==> src/rtl/pgwalk_pkg.sv <==
package pgwalk_pkg;

  localparam int WORD_W = 32;
  localparam int VPN_W  = 20;
  localparam int LVL_W  = 10;

  // Entry bit positions
  localparam int B_PRES = 0;
  localparam int B_WR   = 1;
  localparam int B_USR  = 2;
  localparam int B_ACC  = 5;
  localparam int B_DRT  = 6;

  typedef enum logic [2:0] {
    ST_IDLE,
    ST_RD_PDE,
    ST_WR_PDE,
    ST_RD_PTE,
    ST_WR_PTE,
    ST_DONE
  } walk_st_t;

  // Directory slot: base plus four bytes per index
  function automatic logic [WORD_W-1:0] dir_slot_addr(input logic [WORD_W-1:0] base,
                                                      input logic [LVL_W-1:0] di);
    return base + {{(WORD_W-LVL_W-2){1'b0}}, di, 2'b00};
  endfunction

  // Table slot: frame of the directory entry, then the table index
  function automatic logic [WORD_W-1:0] tbl_slot_addr(input logic [VPN_W-1:0] frame,
                                                      input logic [LVL_W-1:0] ti);
    return {frame, ti, 2'b00};
  endfunction

  // Accessed always, dirty on a write
  function automatic logic [WORD_W-1:0] leaf_touch(input logic [WORD_W-1:0] e,
                                                   input logic wr);
    logic [WORD_W-1:0] r;
    r = e;
    r[B_ACC] = 1'b1;
    if (wr) r[B_DRT] = 1'b1;
    return r;
  endfunction

  // Both levels must grant a permission
  function automatic logic [WORD_W-1:0] merge_perm(input logic [WORD_W-1:0] leaf,
                                                   input logic dir_wr,
                                                   input logic dir_usr);
    logic [WORD_W-1:0] r;
    r = leaf;
    r[B_WR]  = leaf[B_WR] & dir_wr;
    r[B_USR] = leaf[B_USR] & dir_usr;
    return r;
  endfunction

  function automatic logic access_fault(input logic [2:0] low, input logic wr,
                                        input logic [1:0] cpl, input logic wp);
    return !low[B_PRES] || (!low[B_USR] && (cpl != 2'd0)) || (wr && wp && !low[B_WR]);
  endfunction

endpackage

==> src/rtl/pgwalk_tlb.sv <==
module pgwalk_tlb
  import pgwalk_pkg::*;
#(
  parameter int IDX_W = 3
) (
  input  logic              clk,
  input  logic              rst_n,
  input  logic [VPN_W-1:0]  lk_vpn,
  output logic              lk_hit,
  output logic [WORD_W-1:0] lk_entry,
  input  logic              fill_en,
  input  logic [VPN_W-1:0]  fill_vpn,
  input  logic [WORD_W-1:0] fill_entry,
  input  logic              flush
);
  localparam int ENTRIES = 1 << IDX_W;
  localparam int TAG_W   = VPN_W - IDX_W;

  logic              vld_q [ENTRIES];
  logic [TAG_W-1:0]  tag_q [ENTRIES];
  logic [WORD_W-1:0] dat_q [ENTRIES];

  logic [IDX_W-1:0] lk_idx, fill_idx;
  assign lk_idx   = lk_vpn[IDX_W-1:0];
  assign fill_idx = fill_vpn[IDX_W-1:0];

  for (genvar e = 0; e < ENTRIES; e++) begin : g_line
    logic wr_this;
    assign wr_this = fill_en && !flush && (fill_idx == IDX_W'(e));
    always_ff @(posedge clk or negedge rst_n) begin
      if (!rst_n) begin
        vld_q[e] <= 1'b0;
        tag_q[e] <= '0;
        dat_q[e] <= '0;
      end else if (flush) begin
        vld_q[e] <= 1'b0;
      end else if (wr_this) begin
        vld_q[e] <= 1'b1;
        tag_q[e] <= fill_vpn[VPN_W-1:IDX_W];
        dat_q[e] <= fill_entry;
      end
    end
  end

  assign lk_hit   = vld_q[lk_idx] && (tag_q[lk_idx] == lk_vpn[VPN_W-1:IDX_W]);
  assign lk_entry = dat_q[lk_idx];
endmodule

==> src/rtl/pgwalk_perm.sv <==
module pgwalk_perm
  import pgwalk_pkg::*;
(
  input  logic [2:0] ent_low,
  input  logic       wr,
  input  logic [1:0] cpl,
  input  logic       wp,
  output logic       fault,
  output logic [2:0] err
);
  assign fault = access_fault(ent_low, wr, cpl, wp);
  assign err   = ent_low;
endmodule

==> src/rtl/pgwalk_fsm.sv <==
module pgwalk_fsm
  import pgwalk_pkg::*;
(
  input  logic              clk,
  input  logic              rst_n,
  input  logic              req_valid,
  input  logic [VPN_W-1:0]  req_vpn,
  input  logic              req_write,
  input  logic [1:0]        req_cpl,
  input  logic [WORD_W-1:0] dir_base,
  input  logic              wp_en,
  input  logic              tlb_flush,
  output logic              req_ready,
  input  logic              tlb_hit,
  input  logic [WORD_W-1:0] tlb_entry,
  output logic              fill_en,
  output logic [VPN_W-1:0]  fill_vpn,
  output logic [WORD_W-1:0] ent,
  output logic              walk_wr,
  output logic [1:0]        walk_cpl,
  output logic              walk_wp,
  output logic              rsp_valid,
  input  logic              fault,
  output logic              evt_hit,
  output logic              leaf_wb_phase,
  output logic              mem_valid,
  output logic              mem_write,
  output logic [WORD_W-1:0] mem_addr,
  output logic [WORD_W-1:0] mem_wdata,
  input  logic              mem_ready,
  input  logic [WORD_W-1:0] mem_rdata
);
  walk_st_t          state;
  logic [VPN_W-1:0]  vpn_q;
  logic [WORD_W-1:0] base_q, pde_q, pte_q, ent_q;
  logic              wr_q, wp_q, hit_q;
  logic [1:0]        cpl_q;
  logic [WORD_W-1:0] pte_next;

  assign pte_next = leaf_touch(mem_rdata, wr_q);
  assign evt_hit  = (state == ST_IDLE) && req_valid && tlb_hit && !tlb_flush;

  always_ff @(posedge clk or negedge rst_n) begin
    if (!rst_n) begin
      state  <= ST_IDLE;
      vpn_q  <= '0;
      base_q <= '0;
      pde_q  <= '0;
      pte_q  <= '0;
      ent_q  <= '0;
      wr_q   <= 1'b0;
      wp_q   <= 1'b0;
      hit_q  <= 1'b0;
      cpl_q  <= '0;
    end else begin
      case (state)
        ST_IDLE: if (req_valid) begin
          vpn_q  <= req_vpn;
          wr_q   <= req_write;
          cpl_q  <= req_cpl;
          wp_q   <= wp_en;
          base_q <= dir_base;
          hit_q  <= evt_hit;
          if (evt_hit) begin
            ent_q <= tlb_entry;
            state <= ST_DONE;
          end else begin
            state <= ST_RD_PDE;
          end
        end
        ST_RD_PDE: if (mem_ready) begin
          pde_q <= mem_rdata | (WORD_W'(1) << B_ACC);
          if (!mem_rdata[B_PRES]) begin
            ent_q <= '0;
            state <= ST_DONE;
          end else if (!mem_rdata[B_ACC]) begin
            state <= ST_WR_PDE;
          end else begin
            state <= ST_RD_PTE;
          end
        end
        ST_WR_PDE: if (mem_ready) state <= ST_RD_PTE;
        ST_RD_PTE: if (mem_ready) begin
          if (!mem_rdata[B_PRES]) begin
            ent_q <= '0;
            state <= ST_DONE;
          end else begin
            pte_q <= pte_next;
            ent_q <= merge_perm(pte_next, pde_q[B_WR], pde_q[B_USR]);
            state <= (pte_next != mem_rdata) ? ST_WR_PTE : ST_DONE;
          end
        end
        ST_WR_PTE: if (mem_ready) state <= ST_DONE;
        ST_DONE:   state <= ST_IDLE;
        default:   state <= ST_IDLE;
      endcase
    end
  end

  always_comb begin
    mem_valid = 1'b0;
    mem_write = 1'b0;
    mem_addr  = '0;
    mem_wdata = '0;
    case (state)
      ST_RD_PDE: begin
        mem_valid = 1'b1;
        mem_addr  = dir_slot_addr(base_q, vpn_q[VPN_W-1:LVL_W]);
      end
      ST_WR_PDE: begin
        mem_valid = 1'b1;
        mem_write = 1'b1;
        mem_addr  = dir_slot_addr(base_q, vpn_q[VPN_W-1:LVL_W]);
        mem_wdata = pde_q;
      end
      ST_RD_PTE: begin
        mem_valid = 1'b1;
        mem_addr  = tbl_slot_addr(pde_q[WORD_W-1:WORD_W-VPN_W], vpn_q[LVL_W-1:0]);
      end
      ST_WR_PTE: begin
        mem_valid = 1'b1;
        mem_write = 1'b1;
        mem_addr  = tbl_slot_addr(pde_q[WORD_W-1:WORD_W-VPN_W], vpn_q[LVL_W-1:0]);
        mem_wdata = pte_q;
      end
      default: ;
    endcase
  end

  assign req_ready     = (state == ST_IDLE);
  assign rsp_valid     = (state == ST_DONE);
  assign leaf_wb_phase = (state == ST_WR_PTE);
  assign fill_en       = rsp_valid && !hit_q && !fault && !tlb_flush;
  assign fill_vpn      = vpn_q;
  assign ent           = ent_q;
  assign walk_wr       = wr_q;
  assign walk_cpl      = cpl_q;
  assign walk_wp       = wp_q;
endmodule

==> src/rtl/pgwalk_top.sv <==
module pgwalk_top
  import pgwalk_pkg::*;
#(
  parameter int TLB_IDX_W = 3
) (
  input  logic        clk,
  input  logic        rst_n,
  input  logic        req_valid,
  input  logic [19:0] req_vpn,
  input  logic        req_write,
  input  logic [1:0]  req_cpl,
  input  logic [31:0] dir_base,
  input  logic        wp_en,
  input  logic        tlb_flush,
  output logic        req_ready,
  output logic        rsp_valid,
  output logic [31:0] rsp_entry,
  output logic        rsp_fault,
  output logic [2:0]  rsp_err,
  output logic        mem_valid,
  output logic        mem_write,
  output logic [31:0] mem_addr,
  output logic [31:0] mem_wdata,
  input  logic        mem_ready,
  input  logic [31:0] mem_rdata
);
  logic              tlb_hit, evt_fill, evt_hit, leaf_wb_phase;
  logic [WORD_W-1:0] tlb_entry, ent;
  logic [VPN_W-1:0]  fill_vpn;
  logic              walk_wr, walk_wp, perm_fault;
  logic [1:0]        walk_cpl;
  logic [2:0]        perm_err;

  pgwalk_tlb #(.IDX_W(TLB_IDX_W)) tlb_i (
    .clk(clk), .rst_n(rst_n),
    .lk_vpn(req_vpn), .lk_hit(tlb_hit), .lk_entry(tlb_entry),
    .fill_en(evt_fill), .fill_vpn(fill_vpn), .fill_entry(ent),
    .flush(tlb_flush)
  );

  pgwalk_fsm fsm_i (
    .clk(clk), .rst_n(rst_n),
    .req_valid(req_valid), .req_vpn(req_vpn), .req_write(req_write),
    .req_cpl(req_cpl), .dir_base(dir_base), .wp_en(wp_en), .tlb_flush(tlb_flush),
    .req_ready(req_ready),
    .tlb_hit(tlb_hit), .tlb_entry(tlb_entry),
    .fill_en(evt_fill), .fill_vpn(fill_vpn),
    .ent(ent), .walk_wr(walk_wr), .walk_cpl(walk_cpl), .walk_wp(walk_wp),
    .rsp_valid(rsp_valid), .fault(perm_fault),
    .evt_hit(evt_hit), .leaf_wb_phase(leaf_wb_phase),
    .mem_valid(mem_valid), .mem_write(mem_write), .mem_addr(mem_addr),
    .mem_wdata(mem_wdata), .mem_ready(mem_ready), .mem_rdata(mem_rdata)
  );

  pgwalk_perm perm_i (
    .ent_low(ent[2:0]), .wr(walk_wr), .cpl(walk_cpl), .wp(walk_wp),
    .fault(perm_fault), .err(perm_err)
  );

  assign rsp_entry = ent;
  assign rsp_fault = rsp_valid && perm_fault;
  assign rsp_err   = perm_err;
endmodule

==> config.mk <==
export PLATFORM = sky130hd
export DESIGN_NAME = pgwalk_top
export DESIGN_NICKNAME = d
export VERILOG_FILES = /design/src/rtl/pgwalk_pkg.sv /design/src/rtl/pgwalk_tlb.sv /design/src/rtl/pgwalk_perm.sv /design/src/rtl/pgwalk_fsm.sv /design/src/rtl/pgwalk_top.sv
export SDC_FILE = /design/constraint.sdc
export NUM_CORES = 1
export LEC_CHECK = 0
export BUFFER_PORTS_ARGS = -buffer_cell sky130_fd_sc_hd__buf_2
export CAP_MARGIN = 25
export CELL_PAD_IN_SITES_DETAIL_PLACEMENT = 1
export CELL_PAD_IN_SITES_GLOBAL_PLACEMENT = 1
export CORE_MARGIN = 5
export CORE_UTILIZATION = 54
export CTS_CLUSTER_SIZE = 40
export DETAILED_ROUTE_END_ITERATION = 10
export PLACE_DENSITY = 0.95
export SLEW_MARGIN = 20
export SYNTH_ARGS = -nofsm -noshare
export SYNTH_HDL_FRONTEND = slang
export SYNTH_SLANG_ARGS = --single-unit
==> constraint.sdc <==
create_clock -name clk -period 5.2 [get_ports clk]
set_input_delay 1.04 -clock clk [delete_from_list [all_inputs] [get_ports clk]]
set_output_delay 1.04 -clock clk [all_outputs]
set_load 0.05 [all_outputs]
# Word-level counts from Yosys, hierarchy flattened
# Cells that the tools add are included.
[classes]
addsub = 1
n_eq_ne = 21
n_lt_le_gt_ge = 1
n_reduce_logical = 57
bitwise_logic = 4
mux = 48
[ops]
columns = ["op", "count"]
rows = [
  ["$mux W32", 8],
  ["$pmux W32 S2", 2],
  ["$bmux W32 S3", 1],
  ["$pmux W32 S3", 1],
  ["$bmux W17 S3", 1],
  ["$mux W17", 2],
  ["$add A32 B12 Y32", 1],
  ["$mux W3", 8],
  ["$mux W1", 23],
  ["$logic_and A1 B1 Y1", 20],
  ["$reduce_and A2 Y1", 10],
  ["$eq A3 B3 Y1 const B", 6],
  ["$reduce_bool A2 Y1", 9],
  ["$eq A17 B17 Y1", 1],
  ["$pmux W3 S5", 1],
  ["$eq A3 B2 Y1 const B", 4],
  ["$ne A2 B2 Y1 const B", 6],
  ["$eq A3 B1 Y1 const B", 2],
  ["$logic_not A1 Y1", 6],
  ["$logic_not A3 Y1", 2],
  ["$reduce_and A6 Y1", 1],
  ["$reduce_or A2 Y1", 3],
  ["$reduce_and A5 Y1", 1],
  ["$ge A4 B4 Y1 const B", 1],
  ["10 further kinds", 12],
]
[word_totals]
word_cells = 166
ff_bits = 556
out_inout_bits = 104

# Depth between registers and ports, before layout
# Gate-level depths: netlist of run 1.
[logic_depth]
depth_word = 11
depth_mapped = 11
depth_no_buf = 9

# Hierarchy
# A second synthesis of run 1 with hierarchy kept.
[unflattened]
hier_cells = 1785
area_unflattened_um2 = 25892.3
[by_module_without_submodules]
columns = ["module", "cells_per_inst", "area_each_um2", "seq_area_each_um2", "instances"]
rows = [
  ["pgwalk_tlb", 1079, 17959.7, 10009.6, 1],
  ["pgwalk_fsm", 699, 7878.8, 3878.7, 1],
  ["pgwalk_perm", 6, 47.5, 0.0, 1],
  ["pgwalk_top", 1, 6.3, 0.0, 1],
]

# Worst setup path after synthesis of run 1
# No wires, ideal clock.
[synth_path]
path_type = "reg-to-output"
from = "reg fsm_i.vpn_q[10], in the netlist fsm_i.fill_vpn[10]"
to = "out mem_addr[12]"
setup_slack_ps = 364
stages_incl_launch_ff = 11
t_arrival_ps = 3796
path_buffers = 1
path_cell_list = "dfrtp_1 -> ha_1 -> fa_1 -> a21o_1 -> a21oi_1 -> o21bai_1 -> a21bo_2 -> a311oi_1 -> clkbuf_1 -> xor2_1 -> o21ai_0"
[synth_via]
elab_chain_len = 2
[synth_rtl]
columns = ["item", "line", "rtl"]
rows = [
  ["start: declaration", "pgwalk_fsm.sv:34", "logic [VPN_W-1:0] vpn_q;"],
  ["start signal: assignment", "pgwalk_fsm.sv:58", "vpn_q <= req_vpn;"],
  ["$add A32 B12 Y32", "pgwalk_pkg.sv:26", "return base + {{(WORD_W-LVL_W-2){1'b0}}, di, 2'b00};"],
  ["$pmux W32 S2", "pgwalk_fsm.sv:105", "case (state)"],
  ["end: declaration", "pgwalk_top.sv:22", "output logic [31:0] mem_addr,"],
]
# No other way between the ends.

# Worst setup path after layout of run 1
# Same ends and word-level chain as after synthesis.

==> impl_results.md, run 1 <==
- Peak fanout along the critical path: 19
- Max-slew headroom: 0.2561
- Syn Inst Count: 1,846
- DR pass1 iterations: 7
- Max-Cap Viols: 0
- CTS max path bufs: 3
- Routed wire length: 98.50 mm
- Worst path arrival time: 4030 ps
- DIE AREA: 0.05246 mm^2
- RSZ-0062 raised after global routing: no
- First-pass GRT wire length: 146.7 mm
- Row count: 80
- PD cells: 540.4 mW/mm^2
- Routability cong.: 0.8038
- Vias in the first global route: 21.26k
- Layout cell share with drive strength beyond 1: 0.4564
- CTS Sinks: 555
- Yosys Warn Count: 0
- Sum Neg Setup Slack: 0 ps
- Area Growth Syn to Fin: 14.20%
- Critical path launch point type: flip-flop
- Max VDD drop: 0.0003018 V
- CTS Buf Count: 58
- Multi-input logic area: 0.01138 mm^2
- Ys flop type: dfrtp_1
- Leakage power: 14.44 nW
- Post-synthesis async set-or-reset flop share: 1.000
- Mapped cell area: 0.02591 mm^2
- Fillers: 4,391
- Final global-route overflow total: 0
- Run status: finished, final reports clean
- Final hold slack: 456.2 ps
- HPWL after DPL: 54.68 mm
- Crit end category: output pin
- Die Height: 229.1 um
- WL per Instance: 37.04 um
- Fmax achieved: 197.4 MHz
- Setup CP Type: flip-flop to output pin
- Port Buffer Count: 196
- Largest net degree at the start of global routing: 115
- CTS tree: yes
- Post-route ant nets: 0
- Final hold vios: 0
- Util after Layout: 0.6210
- Initial Utilization: 0.5438
- DRC viols: 0
- Post-synthesis sequential area ratio: 0.5360
- Reg clk slew, reported paths: 60 ps
- Seq cells post-synth: 555
- Part of the cycle the worst path needs: 0.9743
- Clock latency on the worst-skew pair: 670 ps
- Slew Viols, Final: 0
- H-tree levels: 2
- Total core area: 0.04765 mm^2
- Mean Syn Cell Area: 14.04 um^2
- Die X: 229.1 um
- Fin nets: 2,098
- Post-synthesis cell type count: 57
- Tmin final: 5067 ps
- Required time of the critical path: 4160 ps
- Initial DRC count: 2,427
- DR vias: 19.19k
- Tot GR Track Use: 0.3697
- IO Pins: 197
- Setup Buffers After CTS: 0
- FF+latch area: 0.01389 mm^2
- CTS root buf: clkbuf_16
- EDFF count, synth: 0
- Setup violators final: 0
- Worst Skew: 40.06 ps
- Worst-Margin Slew: 1116 ps
- Hold Crit Class: input pin to async pin
- Fin worst setup slack: 133.4 ps
- Syn nets: 1,950
- Initial antenna violation count: 6
- Vias per std cell: 7.217
- Placement Setup Slack: 733.1 ps
[critical path, stage by stage, from the launching register on]
cell,delay [ps]
dfrtp_1,520
ha_1,310
fa_1,420
a21o_1,190
a21oi_1,270
o21bai_1,150
a21bo_2,280
a311oi_2,250
buf_4,300
xor2_1,140
o21ai_1,240
clkbuf_4,290
[layout make-up]
type,instances,area share
flip-flops and latches,555,0.4694
multi-input cells,1137,0.3845
clock buffers,85,0.05856
repair buffers,232,0.04715
well taps,615,0.02601
clock inverters,21,0.01273
inverters,10,0.001269
diodes,4,0.0003383
[cell families after synthesis]
kind of cell,count (synthesis),share of synthesized area
mux,618,0.3139
flops,555,0.5360
simple gates,296,0.05355
compound gates,189,0.05548
buf+inv,154,0.02767
xor+xnor,23,0.007774
fa+ha+maj,11,0.005601
[metal layers]
layer  global-route usage  vias up  share of wire
met3              0.09066      561          0.093
met4               0.2340        8          0.079
met5                    0        -        0.00054
met1               0.4484     9981           0.35
met2               0.5969     1524           0.47
li1                     -     7116              -
[stage by stage]
step	power, mW	cell area (um^2)	cells
final	15.99	29590	2659
after global routing	16.34	29580	2656
after CTS	15.72	29530	2654
after detailed placement	10.87	27420	2548
after global placement	10.46	27420	2548
after floorplan	9.023	25910	1846
[power by group]
group / leakage (nW) / internal (mW) / switching (mW) / total [mW]
logic: 5.87 / 1.53 / 3.90 / 5.42
clock network: 1.02 / 2.71 / 1.94 / 4.66
registers: 7.55 / 4.89 / 1.02 / 5.91
total: 14.4 / 9.12 / 6.86 / 16.0
[worst paths after layout]
check | from | endpoint | slack [ps] | depth (start not counted)
worst max-delay path | fsm_i.fill_vpn[10]$_DFFE_PN0P_ | mem_addr[12] | 130 | 11
worst min-delay path | rst_n | tlb_i.dat_q[200]$_DFFE_PN0P_ | 460 | 1
worst max register to register | fsm_i.state[2]$_DFFE_PN0P_ | tlb_i.dat_q[149]$_DFFE_PN0P_ | 1100 | 5
worst min register to register | tlb_i.dat_q[64]$_DFFE_PN0P_ | tlb_i.dat_q[64]$_DFFE_PN0P_ | 470 | 1
max in group asynchronous | rst_n | fsm_i.fill_vpn[11]$_DFFE_PN0P_ | 3560 | 2
min in group clk | tlb_i.dat_q[64]$_DFFE_PN0P_ | tlb_i.dat_q[64]$_DFFE_PN0P_ | 470 | 1
[cell usage in the layout (no fill, tap or decap), drive strengths merged, types with 10 or more instances in the layout]
cell type,count
nand3,25
nor2,20
or2,12
inv,10
o21ai,58
a21o,12
mux2i,51
ha,10
mux2,467
mux4,100
a32o,29
xor2,16
nand2,173
a32oi,10
clkbuf,86
dfrtp,555
nand4,13
or4,10
buf,231
a22o,36
[cell usage after synthesis, drive strengths merged, types with 13 or more instances]
cell / instances / area [um^2]
nand2: 173 / 649.4
nand4: 13 / 81.33
nand3: 25 / 125.1
dfrtp: 555 / 13890
clkbuf: 88 / 330.3
mux2: 467 / 5371
buf: 56 / 349.1
mux4: 100 / 2252
a22o: 36 / 324.1
mux2i: 51 / 510.5
xor2: 16 / 140.1
a32o: 29 / 290.3
o21ai: 58 / 290.3
nor2: 20 / 75.07
[repair_timing]
item                       CTS  global route
hold buffers                 0             0
resized for setup            0             5
setup endpoints to repair    0             6
[sequential cells by signal, summed over array words and instances, names as in the netlist]
name,cells
fsm_i.pde_q,32
fsm_i.walk_wr,1
fsm_i.base_q,32
tlb_i.dat_q,256
fsm_i.hit_q,1
fsm_i.walk_cpl,2
fsm_i.ent,32
tlb_i.tag_q,136
fsm_i.pte_q,31
fsm_i.walk_wp,1
tlb_i.vld_q,8
fsm_i.state,3
fsm_i.fill_vpn,20
Power figures use the tool's default switching activity.
==> run 2: changes to the inputs <==
--- a/config.mk
+++ b/config.mk
@@ -9,11 +9,13 @@
 export CAP_MARGIN = 25
 export CELL_PAD_IN_SITES_DETAIL_PLACEMENT = 1
 export CELL_PAD_IN_SITES_GLOBAL_PLACEMENT = 1
+export CORE_ASPECT_RATIO = 0.5
 export CORE_MARGIN = 5
-export CORE_UTILIZATION = 54
+export CORE_UTILIZATION = 46
 export CTS_CLUSTER_SIZE = 40
 export DETAILED_ROUTE_END_ITERATION = 10
-export PLACE_DENSITY = 0.95
+export PLACE_DENSITY = 0.87
+export SETUP_SLACK_MARGIN = 0.3
 export SLEW_MARGIN = 20
 export SYNTH_ARGS = -nofsm -noshare
 export SYNTH_HDL_FRONTEND = slang
==> constraint.sdc (replaced) <==
create_clock -name clk -period 4.13 [get_ports clk]
set_input_delay 0.826 -clock clk [delete_from_list [all_inputs] [get_ports clk]]
set_output_delay 0.826 -clock clk [all_outputs]
set_load 0.05 [all_outputs]
==> run 2 against run 1 <==
The run now ends with setup timing left. Combinational power rose by 52%. Wire length rose by 7.3%. Sequential cell count did not move. Register-to-register slack got worse by 630 ps. Final area rose by 2.6%. Clock skew rose by 8.7 ps. Utilization fell by 7.5 points. Total power rose by 32%. Setup slack got worse by 800 ps. Sequential power rose by 27%. Critical path type unchanged.
==> impl_results.md, run 2 (synthesis gave the netlist of run 1 again) <==
- CTS Sinks: 555
- Max VDD drop: 0.0004580 V
- Worst R2R Start: fsm_i.state[2]$_DFFE_PN0P_
- Initial Utilization: 0.4657
- Total Power: 21.08 mW
- Worst-Margin Slew: 1188 ps
- RSZ-0062 raised after global routing: yes
- Total core area: 0.05564 mm^2
- Placement Setup Slack: 19.29 ps
- Setup violators final: 10
- PD cells: 694.2 mW/mm^2
- Leakage power: 14.65 nW
- Worst setup path start: fsm_i.fill_vpn[15]$_DFFE_PN0P_
- WL per Instance: 37.37 um
- Peak fanout along the critical path: 10
- Multi-input logic area: 0.01166 mm^2
- Fillers: 5,257
- Area Growth Syn to Fin: 17.18%
- Crit path to: mem_addr[15]
- Reg2reg path depth: 6
- Routability cong.: 0.9112
- H-tree levels: 2
- CTS max path bufs: 3
- HPWL after DPL: 47.84 mm
- Biggest register: tlb_i.dat_q
- Part of the cycle the worst path needs: 1.160
- Reg clk slew, reported paths: 70 ps
- Worst Skew: 48.72 ps
- DR vias: 19.87k
- Setup CP Type: flip-flop to output pin
- Die X: 345.6 um
- Post-route ant nets: 0
- Routed wire length: 105.7 mm
- Most frequent CP cell: buf_6
- Port Buffer Count: 196
- Top Registers: tlb_i.dat_q (256), tlb_i.tag_q (136)
- Critical path's slowest cell: nor4_1
- Final hold vios: 0
- DRC viols: 0
- Max-slew headroom: 0.2005
- Max-Cap Viols: 0
- Util after Layout: 0.5457
- Hold Buf Count CTS: 0
- Tot GR Track Use: 0.2995
- DIE AREA: 0.06146 mm^2
- Largest register FFs: 256
- IO Pins: 197
- Worst path arrival time: 3970 ps
- Commonest non-fill, non-tap cell in the layout: dfrtp_1
- Max stage delay on crit path: 900 ps
- Clock latency on the worst-skew pair: 620 ps
- CTS tree: yes
- Fmax achieved: 208.7 MHz
- Initial antenna violation count: 13
- Met1 wire length: 35.39 mm
- Required time of the critical path: 3300 ps
- Fin worst setup slack: -662.2 ps
- Vias in the first global route: 20.86k
- Initial DRC count: 2,588
- Slack of the worst reg-to-reg path: 470 ps
- Top layer in use: met5
- FF+latch area: 0.01390 mm^2
- CTS root buf: clkbuf_16
- Worst r2r dst: tlb_i.dat_q[216]$_DFFE_PN0P_
- Failing checks: setup timing
- Most frequent cells in the layout: 544 x dfrtp_1, 437 x mux2_2, 171 x nand2_1, 169 x buf_2, 100 x mux4_2
- Vias per std cell: 7.025
- Slew Viols, Final: 0
- Tmin final: 4792 ps
- Worst path cell trace: ha_1 > o21ai_0 > o21ai_2 > buf_6 > a31oi_4 > buf_6 > nor4_1 > a211o_1 > buf_6
- Hold Crit Class: input pin to async pin
- Die Height: 177.8 um
- Largest net degree at the start of global routing: 101
- First-pass GRT wire length: 140.4 mm
- Routed wire length on met3: 10.79 mm
- Layout cell share with drive strength beyond 1: 0.4881
- Final global-route overflow total: 0
- Run status: finished, violations left
- CTS Buf Count: 51
- Met2 routed WL: 49.25 mm
- Row count: 61
- DR pass1 iterations: 5
- Fin nets: 2,129
- Crit end category: output pin
- Critical path launch point type: flip-flop
run 2: layout make-up:
cell class | count | share of cell area
Clock buffer | 72 | 0.04859
Multi-Input combinational cell | 1137 | 0.3842
Inverter | 10 | 0.001236
Sequential cell | 555 | 0.4579
Tap cell | 756 | 0.03115
Timing Repair Buffer | 270 | 0.06647
Antenna cell | 10 | 0.0008242
Clock inverter | 19 | 0.009684
run 2: per-stage QoR:
stage               hold slack [ps]  area (um^2)  std cells  setup TNS, ps
CTS                           316.9        30040       2808         -16.11
floorplan                     429.6        25940       1846              0
finish                        282.5        30360       2829          -1680
global route                  355.9        30350       2826          -2048
global placement              446.5        27820       2703              0
detailed placement            457.7        27820       2703              0
run 2: critical path: cells and delay by family (launching register included):
kind            cells  cell delay (ps)
flops               1              490
fa+ha+maj           1              420
simple gates        1              900
compound gates      4             1010
buf+inv             3              540
run 2: per-layer routing:
layer  GRT usage  vias to the layer above
met2      0.5104                     1783
met3     0.05967                      774
met4      0.1904                       10
met1      0.3526                    10130
li1            -                     7172
met5           0                        -
run 2: report_power, final:
group	leakage, nW	internal [mW]	switching (mW)
Sequential	7.54	6.15	1.34
Clock	0.865	2.88	2.43
Combinational	6.25	2.71	5.55
Total	14.7	11.8	9.33
run 2: worst min-delay path by stage:
stage,endpoint,slack [ps],from,depth (start not counted)
after floorplan,tlb_i.dat_q[96]$_DFFE_PN0P_,430,tlb_i.dat_q[96]$_DFFE_PN0P_,1
after global placement,tlb_i.dat_q[0]$_DFFE_PN0P_,450,tlb_i.dat_q[0]$_DFFE_PN0P_,1
after detailed placement,tlb_i.dat_q[0]$_DFFE_PN0P_,460,tlb_i.dat_q[0]$_DFFE_PN0P_,1
after CTS,tlb_i.dat_q[243]$_DFFE_PN0P_,320,rst_n,1
after global routing,tlb_i.dat_q[243]$_DFFE_PN0P_,360,rst_n,1
final,tlb_i.dat_q[179]$_DFFE_PN0P_,280,rst_n,1
run 2: timing repair:
item                                    in CTS  in global routing
pin swaps                                   26                 29
gates resized for setup                     91                 52
endpoints found under the setup margin      26                 30
setup buffers                               14                 11
